==> config.mk <==
export PLATFORM = sky130hd
export DESIGN_NAME = dshift_unit
export DESIGN_NICKNAME = d
export VERILOG_FILES = /design/src/rtl/dshift_pkg.sv /design/src/rtl/dshift_count_gate.sv /design/src/rtl/dshift_funnel.sv /design/src/rtl/dshift_flag_calc.sv /design/src/rtl/dshift_unit.sv
export SDC_FILE = /design/constraint.sdc
export NUM_CORES = 1
export LEC_CHECK = 0
export BUFFER_PORTS_ARGS = -buffer_cell sky130_fd_sc_hd__buf_2
export CAP_MARGIN = 30
export CORE_ASPECT_RATIO = 1.1
export CORE_MARGIN = 4
export CORE_UTILIZATION = 45
export CTS_BUF_LIST = sky130_fd_sc_hd__clkbuf_2 sky130_fd_sc_hd__clkbuf_4 sky130_fd_sc_hd__clkbuf_8
export DETAILED_ROUTE_END_ITERATION = 10
export HOLD_SLACK_MARGIN = 0.08
export PLACE_DENSITY_LB_ADDON = 0.3
export SLEW_MARGIN = 15
export SYNTH_ARGS = -nofsm -noshare
export SYNTH_HDL_FRONTEND = slang
export SYNTH_SLANG_ARGS = --single-unit
==> constraint.sdc <==
create_clock -name clk -period 0.8 [get_ports clk]
set_input_delay 0.04 -clock clk [delete_from_list [all_inputs] [get_ports clk]]
set_output_delay 0.04 -clock clk [all_outputs]
set_load 0.05 [all_outputs]
==> src/rtl/dshift_pkg.sv <==
`timescale 1ns/1ps
package dshift_pkg;

  typedef struct packed {
    logic cf;
    logic zf;
    logic sf;
    logic pf;
  } dsh_flags_t;

  typedef enum logic {
    DIR_LEFT  = 1'b0,
    DIR_RIGHT = 1'b1
  } dsh_dir_e;

  // even-parity indicator over one byte
  function automatic logic even_parity8(input logic [7:0] v);
    return ~^v;
  endfunction

endpackage

==> src/rtl/dshift_count_gate.sv <==
`timescale 1ns/1ps
module dshift_count_gate #(
  parameter int RAW_W    = 8,
  parameter int CNT_W    = 5,
  parameter int NARROW_W = 16
) (
  input  logic [RAW_W-1:0] raw_cnt,
  input  logic             narrow,
  output logic [CNT_W-1:0] eff_cnt,
  output logic             cnt_zero,
  output logic             cnt_over,
  output logic             cnt_legal
);
  localparam logic [CNT_W-1:0] NARROW_MAX = CNT_W'(NARROW_W);

  always_comb begin
    eff_cnt   = raw_cnt[CNT_W-1:0];
    cnt_zero  = (eff_cnt == '0);
    cnt_over  = narrow && (eff_cnt > NARROW_MAX);
    cnt_legal = !cnt_zero && !cnt_over;
  end
endmodule

==> src/rtl/dshift_funnel.sv <==
`timescale 1ns/1ps
module dshift_funnel #(
  parameter int W     = 32,
  parameter int CNT_W = 5
) (
  input  logic [W-1:0]     dst,
  input  logic [W-1:0]     fill,
  input  logic [CNT_W-1:0] cnt,
  input  logic             dir_r,
  output logic [W-1:0]     res,
  output logic             carry
);
  localparam int EXT_W = 2 * W + 1;

  logic [EXT_W-1:0] left_ext;
  logic [EXT_W-1:0] right_ext;

  // Left: {guard, dst, fill} shifted up; guard collects the last bit out.
  // Right: {fill, dst, guard} shifted down; guard collects the last bit out.
  always_comb begin
    left_ext  = {1'b0, dst, fill} << cnt;
    right_ext = {fill, dst, 1'b0} >> cnt;
    if (dir_r) begin
      res   = right_ext[W:1];
      carry = right_ext[0];
    end else begin
      res   = left_ext[2*W-1:W];
      carry = left_ext[2*W];
    end
  end
endmodule

==> src/rtl/dshift_flag_calc.sv <==
`timescale 1ns/1ps
module dshift_flag_calc
  import dshift_pkg::*;
#(
  parameter int WIDE_W   = 32,
  parameter int NARROW_W = 16
) (
  input  logic [WIDE_W-1:0] res,
  input  logic              narrow,
  input  logic              carry,
  output dsh_flags_t        flags
);
  always_comb begin
    flags.cf = carry;
    flags.zf = (res == '0);
    flags.sf = narrow ? res[NARROW_W-1] : res[WIDE_W-1];
    flags.pf = even_parity8(res[7:0]);
  end
endmodule

==> src/rtl/dshift_unit.sv <==
`timescale 1ns/1ps
module dshift_unit
  import dshift_pkg::*;
#(
  parameter int WIDE_W   = 32,
  parameter int NARROW_W = 16,
  parameter int RAW_W    = 8
) (
  input  logic              clk,
  input  logic              rst_n,
  input  logic              in_valid,
  input  logic [WIDE_W-1:0] dst_in,
  input  logic [WIDE_W-1:0] fill_in,
  input  logic [RAW_W-1:0]  count_in,
  input  logic              dir_right,
  input  logic              narrow_sel,
  input  logic              flag_en,
  output logic [WIDE_W-1:0] res_out,
  output logic              res_we,
  output logic              cf_out,
  output logic              zf_out,
  output logic              sf_out,
  output logic              pf_out,
  output logic              flags_we
);
  localparam int CNT_W   = $clog2(WIDE_W);
  localparam int N_LANES = 2;

  logic [CNT_W-1:0]  eff_cnt;
  logic              cnt_zero, cnt_over, cnt_legal;
  logic              op_fire, flag_fire;
  logic [WIDE_W-1:0] lane_res   [N_LANES];
  logic              lane_carry [N_LANES];
  logic [WIDE_W-1:0] sel_res;
  logic              sel_carry;
  dsh_flags_t        next_flags, flags_q;

  dshift_count_gate #(
    .RAW_W(RAW_W), .CNT_W(CNT_W), .NARROW_W(NARROW_W)
  ) u_gate (
    .raw_cnt  (count_in),
    .narrow   (narrow_sel),
    .eff_cnt  (eff_cnt),
    .cnt_zero (cnt_zero),
    .cnt_over (cnt_over),
    .cnt_legal(cnt_legal)
  );

  // lane 0 = narrow width, lane 1 = wide width
  for (genvar g = 0; g < N_LANES; g++) begin : g_lane
    localparam int LW = (g == 0) ? NARROW_W : WIDE_W;
    logic [LW-1:0] lres;
    dshift_funnel #(.W(LW), .CNT_W(CNT_W)) u_funnel (
      .dst  (dst_in[LW-1:0]),
      .fill (fill_in[LW-1:0]),
      .cnt  (eff_cnt),
      .dir_r(dir_right),
      .res  (lres),
      .carry(lane_carry[g])
    );
    if (LW < WIDE_W) begin : g_pad
      assign lane_res[g] = {{(WIDE_W-LW){1'b0}}, lres};
    end else begin : g_full
      assign lane_res[g] = lres;
    end
  end

  assign sel_res   = narrow_sel ? lane_res[0]   : lane_res[1];
  assign sel_carry = narrow_sel ? lane_carry[0] : lane_carry[1];
  assign op_fire   = in_valid && cnt_legal;
  assign flag_fire = op_fire && flag_en;

  dshift_flag_calc #(.WIDE_W(WIDE_W), .NARROW_W(NARROW_W)) u_flags (
    .res   (sel_res),
    .narrow(narrow_sel),
    .carry (sel_carry),
    .flags (next_flags)
  );

  always_ff @(posedge clk or negedge rst_n) begin
    if (!rst_n) begin
      res_out  <= '0;
      res_we   <= 1'b0;
      flags_q  <= '0;
      flags_we <= 1'b0;
    end else begin
      res_we   <= op_fire;
      flags_we <= flag_fire;
      if (op_fire)   res_out <= sel_res;
      if (flag_fire) flags_q <= next_flags;
    end
  end

  assign cf_out = flags_q.cf;
  assign zf_out = flags_q.zf;
  assign sf_out = flags_q.sf;
  assign pf_out = flags_q.pf;
endmodule

== Yosys cells after proc, flatten, opt, wreduce, memory -nomap -nowiden ==
Index checks and enable logic that the tools add are counted.
Word-level totals
  bits in registers: 38
  input bits: 78
  output and inout bits: 38
  logic and storage cells: 28
Cells by class
  $lt $le $gt $ge: 1
  shift-type cells: 4
  multiplexer cells: 7
  reduce and logical (&&, ||, !) cells: 9
Operator list (count)
  64-bit by 5-bit left shift with 65-bit output: 1
  65-bit by 5-bit >> shifter with 33-bit output: 1
  32-bit two-way mux: 2
  32-bit by 5-bit left shift with 33-bit output: 1
  33-bit by 5-bit >> shifter with 17-bit output: 1
  32-bit logical NOT: 1
  16-bit two-way mux: 1
  8-bit XNOR reduction: 1
  5-bit greater-than comparator (second input constant): 1
  5-bit logical NOT: 1
  1-bit logical AND: 4
  1-bit two-way mux: 4
  1-bit logical NOT: 2

== Depth between registers and ports, before layout ==
  word-level depth: 6
  gate-level depth with buffers: 18
  depth with buffers taken out: 13

== Cells and area by module ==
Synthesis repeated with hierarchy kept, for this count alone.
Unflattened totals
  cell total of the unflattened synthesis: 1330
  area, all modules: 13611.8 um^2
By module, submodules not included
  dshift_funnel at g_lane[1].u_funnel: times used 1, cells an instance 769, area each 7846.3 um^2, sequential area each 0.0 um^2
  dshift_funnel at g_lane[0].u_funnel: times used 1, cells an instance 406, area each 3642.2 um^2, sequential area each 0.0 um^2
  dshift_unit: times used 1, cells an instance 118, area each 1836.8 um^2, sequential area each 950.9 um^2
  dshift_flag_calc: times used 1, cells an instance 27, area each 209.0 um^2, sequential area each 0.0 um^2
  dshift_count_gate: times used 1, cells an instance 10, area each 77.6 um^2, sequential area each 0.0 um^2

== Worst setup path after synthesis ==
Ideal clock, no wire load.
  path kind: input to register
  start: in count_in[0]
  end: reg flags_q (netlist bit zf_out)
  setup time: 95 ps
  arrival: 3009 ps
  data required time: 705 ps
  setup slack: -2304 ps
  stages on the path: 16
  buffers on the path: 5
  cell sequence: buf_2 -> buf_2 -> buf_4 -> buf_2 -> buf_2 -> mux2i_1 -> nand2_1 -> a311oi_1 -> a21oi_1 -> a221oi_1 -> ha_1 -> nand4_1 -> nor2_1 -> nor4b_1 -> nand4b_1 -> o31ai_1
Between the ends
  cells in the longest elaborated chain, start to end: 6
  elaborated cells between the ends (all ways): 16
  those cells by class: 1 x order compare; 4 x shift; 3 x mux; 8 x reduce/logical
RTL lines
  start: declaration: line dshift_unit.sv:14  | input logic [RAW_W-1:0] count_in,
  parallel branches: the longest is 6 deep, another holds 64-bit by 5-bit left shift with 65-bit output
  end signal: assignment: line dshift_unit.sv:90  | if (flag_fire) flags_q <= next_flags;
  end: declaration: line dshift_unit.sv:36  | dsh_flags_t next_flags, flags_q;
Several ways; the timed one is not identified.
A chain may end at the register's enable or synchronous reset.

== Worst setup path after layout ==
  start: in count_in[1]
  end: reg flags_q (netlist bit zf_out)
Same word-level chain as after synthesis.

==> impl_metrics.env <==
export IMPL_drt_first_pass_iters=6
export IMPL_clk_pin_slew_ns=0.09
export IMPL_synth_area_top_cells="mux4_2 (30%), mux2i_1 (10%), dfrtp_1 (8.2%)"
export IMPL_async_flop_share_pct=100.0
export IMPL_netlist_area_leader_share_pct=30.12
export IMPL_ys_seq_area_share_pct=8.205
export IMPL_r2r_start="res_out[18]$_DFFE_PN0P_"
export IMPL_cts_buffer_depth=2
export IMPL_grt_pass1_wl_um=102900
export IMPL_syn_to_final_growth_pct=69.92
export IMPL_p_seq_share_pct=11.1
export IMPL_start_util_pct=45.74
export IMPL_worstSkewPairLatency_ns=0.31
export IMPL_grt_max_degree=39
export IMPL_yosys_warnings=0
export IMPL_comb_power_share_pct=79.9
export IMPL_cp_end_kind="flip-flop"
export IMPL_num_io_pins=116
export IMPL_worstPathMaxFanout=7
export IMPL_fill_cells=1648
export IMPL_syn_area_per_cell_sq_um=9.055
export IMPL_setup_viol=76
export IMPL_die_area_sq_um=28390
export IMPL_startpoint="count_in[1]"
export IMPL_clkPwrFrac_pct=9.0
export IMPL_path_class="input pin to flip-flop"
export IMPL_min_path_type="input pin to flip-flop"
export IMPL_instances_no_fill=2261
export IMPL_final_period_utilization_pct=366.7
export IMPL_ys_top_cells_by_count="mux4_2 (155), nand2_1 (147), mux2i_1 (117), nor2_1 (98), clkbuf_1 (92)"
export IMPL_relSlewSlack_pct=59.92
export IMPL_violations="setup timing"
export IMPL_synth_ff_type="dfrtp_1"
export IMPL_ff2ff_path_depth=2
export IMPL_worst_slack_ns=-2.134
export IMPL_fmax_ghz=0.3409
export IMPL_synth_cell_types=77
export IMPL_critPathArrivalTime_ns=3.15
export IMPL_rsz0062_at_grt="true"
export IMPL_worstMarginPinSlew_ns=0.5845
export IMPL_synth_area_sq_um=11590
export IMPL_drive_gt1_share_pct=64.49
export IMPL_cts_buffers=5
export IMPL_p_switching_mw=10.78
export IMPL_cts_root_buf="clkbuf_8"
export IMPL_route_detailed_drc=0
export IMPL_drtIter0Drc=2670
export IMPL_drv_slew=0
export IMPL_seq_area_sq_um=950.9
export IMPL_final_core_util_pct=77.72
export IMPL_internal_power_mw=12.43
export IMPL_period_minus_slack_ns=2.934
export IMPL_holdPathStages=4
export IMPL_multi_input_area_sq_um=10880
export IMPL_globalRouteOverflowTotal=0
export IMPL_min_delay_start="flag_en"
export IMPL_totalWireLength_um=74330
export IMPL_ys_ff_latch=38
export IMPL_clock_sinks=38
export IMPL_wl_per_cell_um=32.87
export IMPL_core_area_sq_um=25340
export IMPL_cap_violations=0
export IMPL_swShare_pct=46.45
export IMPL_antenna_cells=0
export IMPL_postSynthCellCount=1280
export IMPL_finalHoldViolations=0
export IMPL_hpwl_um=54690
export IMPL_yosysTopAreaCell="mux4_2"
export IMPL_viasPerCell=7.150
export IMPL_gp_congestion=1.104
export IMPL_place_inst=2128
export IMPL_power_density_nw_per_um2=1179
export IMPL_die_w_um=161.0
export IMPL_power_leakage_nw=8.589
export IMPL_outcome="finished with violations"
export IMPL_antenna_found_initial=0
export IMPL_syn_nets=1362
export IMPL_critPathRequiredTime_ns=1.01
export IMPL_final_net_count=1996
export IMPL_grt_pass1_vias=15523
export IMPL_std_cell_rows=61
export IMPL_cts_htree_levels=2
export IMPL_skew_ns=0
export IMPL_synth_edf_count=0
export IMPL_peakVddDrop_mv=1.210
export IMPL_vias=16167
export IMPL_start_kind="input pin"
export IMPL_portBuffers=112
export IMPL_ant_nets=0
export IMPL_track_usage_pct=48.76
export IMPL_synth_most_common_cell="mux4_2"
export IMPL_dieHeight_um=176.3
export IMPL_cts_tree="yes"
per-stage QoR:
step                instance area (sq um)  total power [mW]  hold slack (ns)  setup WS, ns  setup TNS (ns)
detailed placement                  16390             16.76          0.01464        -2.543          -71.97
finish                              19690             23.21           0.1384        -2.134          -57.87
CTS                                 18830             21.22           0.1248        -1.962          -54.79
floorplan                           11830             10.04          -0.2556        -2.032          -46.81
global placement                    16390             16.60          0.01048        -2.571          -70.91
global route                        19690             23.62           0.1376        -2.178          -59.78
logic make-up after synthesis:
group | count (synthesis) | synth area share, %
compound gates | 328 | 19.80
xor+xnor | 3 | 0.2267
fa+ha+maj | 4 | 0.4318
buf+inv | 195 | 8.118
flops | 38 | 8.205
mux | 357 | 49.52
simple gates | 355 | 13.70
path summary, 6_finish.rpt:
kind                       slack [ns]                      end
min in group asynchronous        0.26   res_out[7]$_DFFE_PN0P_
hold / removal                   0.14       flags_we$_DFF_PN0_
max in group asynchronous        0.33  res_out[22]$_DFFE_PN0P_
setup / recovery                -2.13       zf_out$_DFFE_PN0P_
setup reg to reg                -0.11  res_out[18]$_DFFE_PN0P_
hold reg to reg                  0.54  res_out[30]$_DFFE_PN0P_
power groups by stage:
| stage | Clock [mW] | Sequential, mW | Combinational [mW] |
|---|---|---|---|
| 2_1_floorplan | 0 | 3.78 | 6.26 |
| 3_3_place_gp | 0 | 2.47 | 14.1 |
| 3_5_place_dp | 0 | 2.49 | 14.3 |
| 4_1_cts | 2.07 | 2.54 | 16.6 |
| 5_1_grt | 2.15 | 2.63 | 18.8 |
| 6_report | 2.09 | 2.58 | 18.5 |
per-layer routing:
layer  track usage [%]  part of all wire (%)
met5                 0                     0
met4             32.39                    10
met3             12.79                    14
met2             76.62                    43
met1             59.22                    33
critical path, stage by stage:
cell and delay [ns]:
buf_16 0.12, mux4_2 0.55, a222oi_1 0.39, buf_4 0.22
nand2_1 0.07, a21oi_2 0.12, buf_4 0.13, a21oi_1 0.05
mux2_4 0.29, a21oi_4 0.16, ha_1 0.17, nand4_1 0.16
nor2_1 0.11, nor4b_2 0.19, nand4b_1 0.15, o31ai_2 0.21
registers in the layout (all words and copies together), names as in the netlist:
name / cells
zf_out: 1
flags_we: 1
res_we: 1
pf_out: 1
res_out: 32
sf_out: 1
cf_out: 1
layout make-up:
type	instances	share of cell area (%)
clock inverters	2	0.3050
repair buffers	806	36.68
well taps	346	2.198
inverters	16	0.3240
flip-flops and latches	38	4.828
multi-input cells	1047	55.24
clock buffers	6	0.4193
repair_timing:
action	CTS	global route
resized for setup	356	140
pin swaps	46	52
hold buffers	1	0
setup endpoints to repair	76	76
endpoints found under the hold margin	38	0
buffers inserted	76	59
cloned	12	1
cell usage in the layout (no fill, tap or decap), types with 9 or more instances in the layout:
| cell type | n |
|---|---|
| a211o_1 | 10 |
| a21oi_1 | 54 |
| a21oi_2 | 23 |
| a221oi_2 | 10 |
| and2_1 | 11 |
| buf_12 | 37 |
| buf_16 | 9 |
| buf_2 | 69 |
| buf_4 | 556 |
| buf_6 | 112 |
| buf_8 | 15 |
| dfrtp_1 | 38 |
| inv_1 | 9 |
| mux2_2 | 52 |
| mux2_4 | 25 |
| mux2i_1 | 92 |
| mux2i_2 | 15 |
| mux2i_4 | 10 |
| mux4_2 | 161 |
| nand2_1 | 139 |
| nand2b_1 | 9 |
| nand3_1 | 20 |
| nor2_1 | 86 |
| nor2_2 | 11 |
| nor2b_1 | 14 |
| nor3_1 | 9 |
| o211ai_1 | 13 |
| o21ai_0 | 22 |
| o21ai_1 | 12 |
| o21ai_2 | 12 |
| o22ai_1 | 15 |
Note: power is estimated with default switching activity, not from simulation.
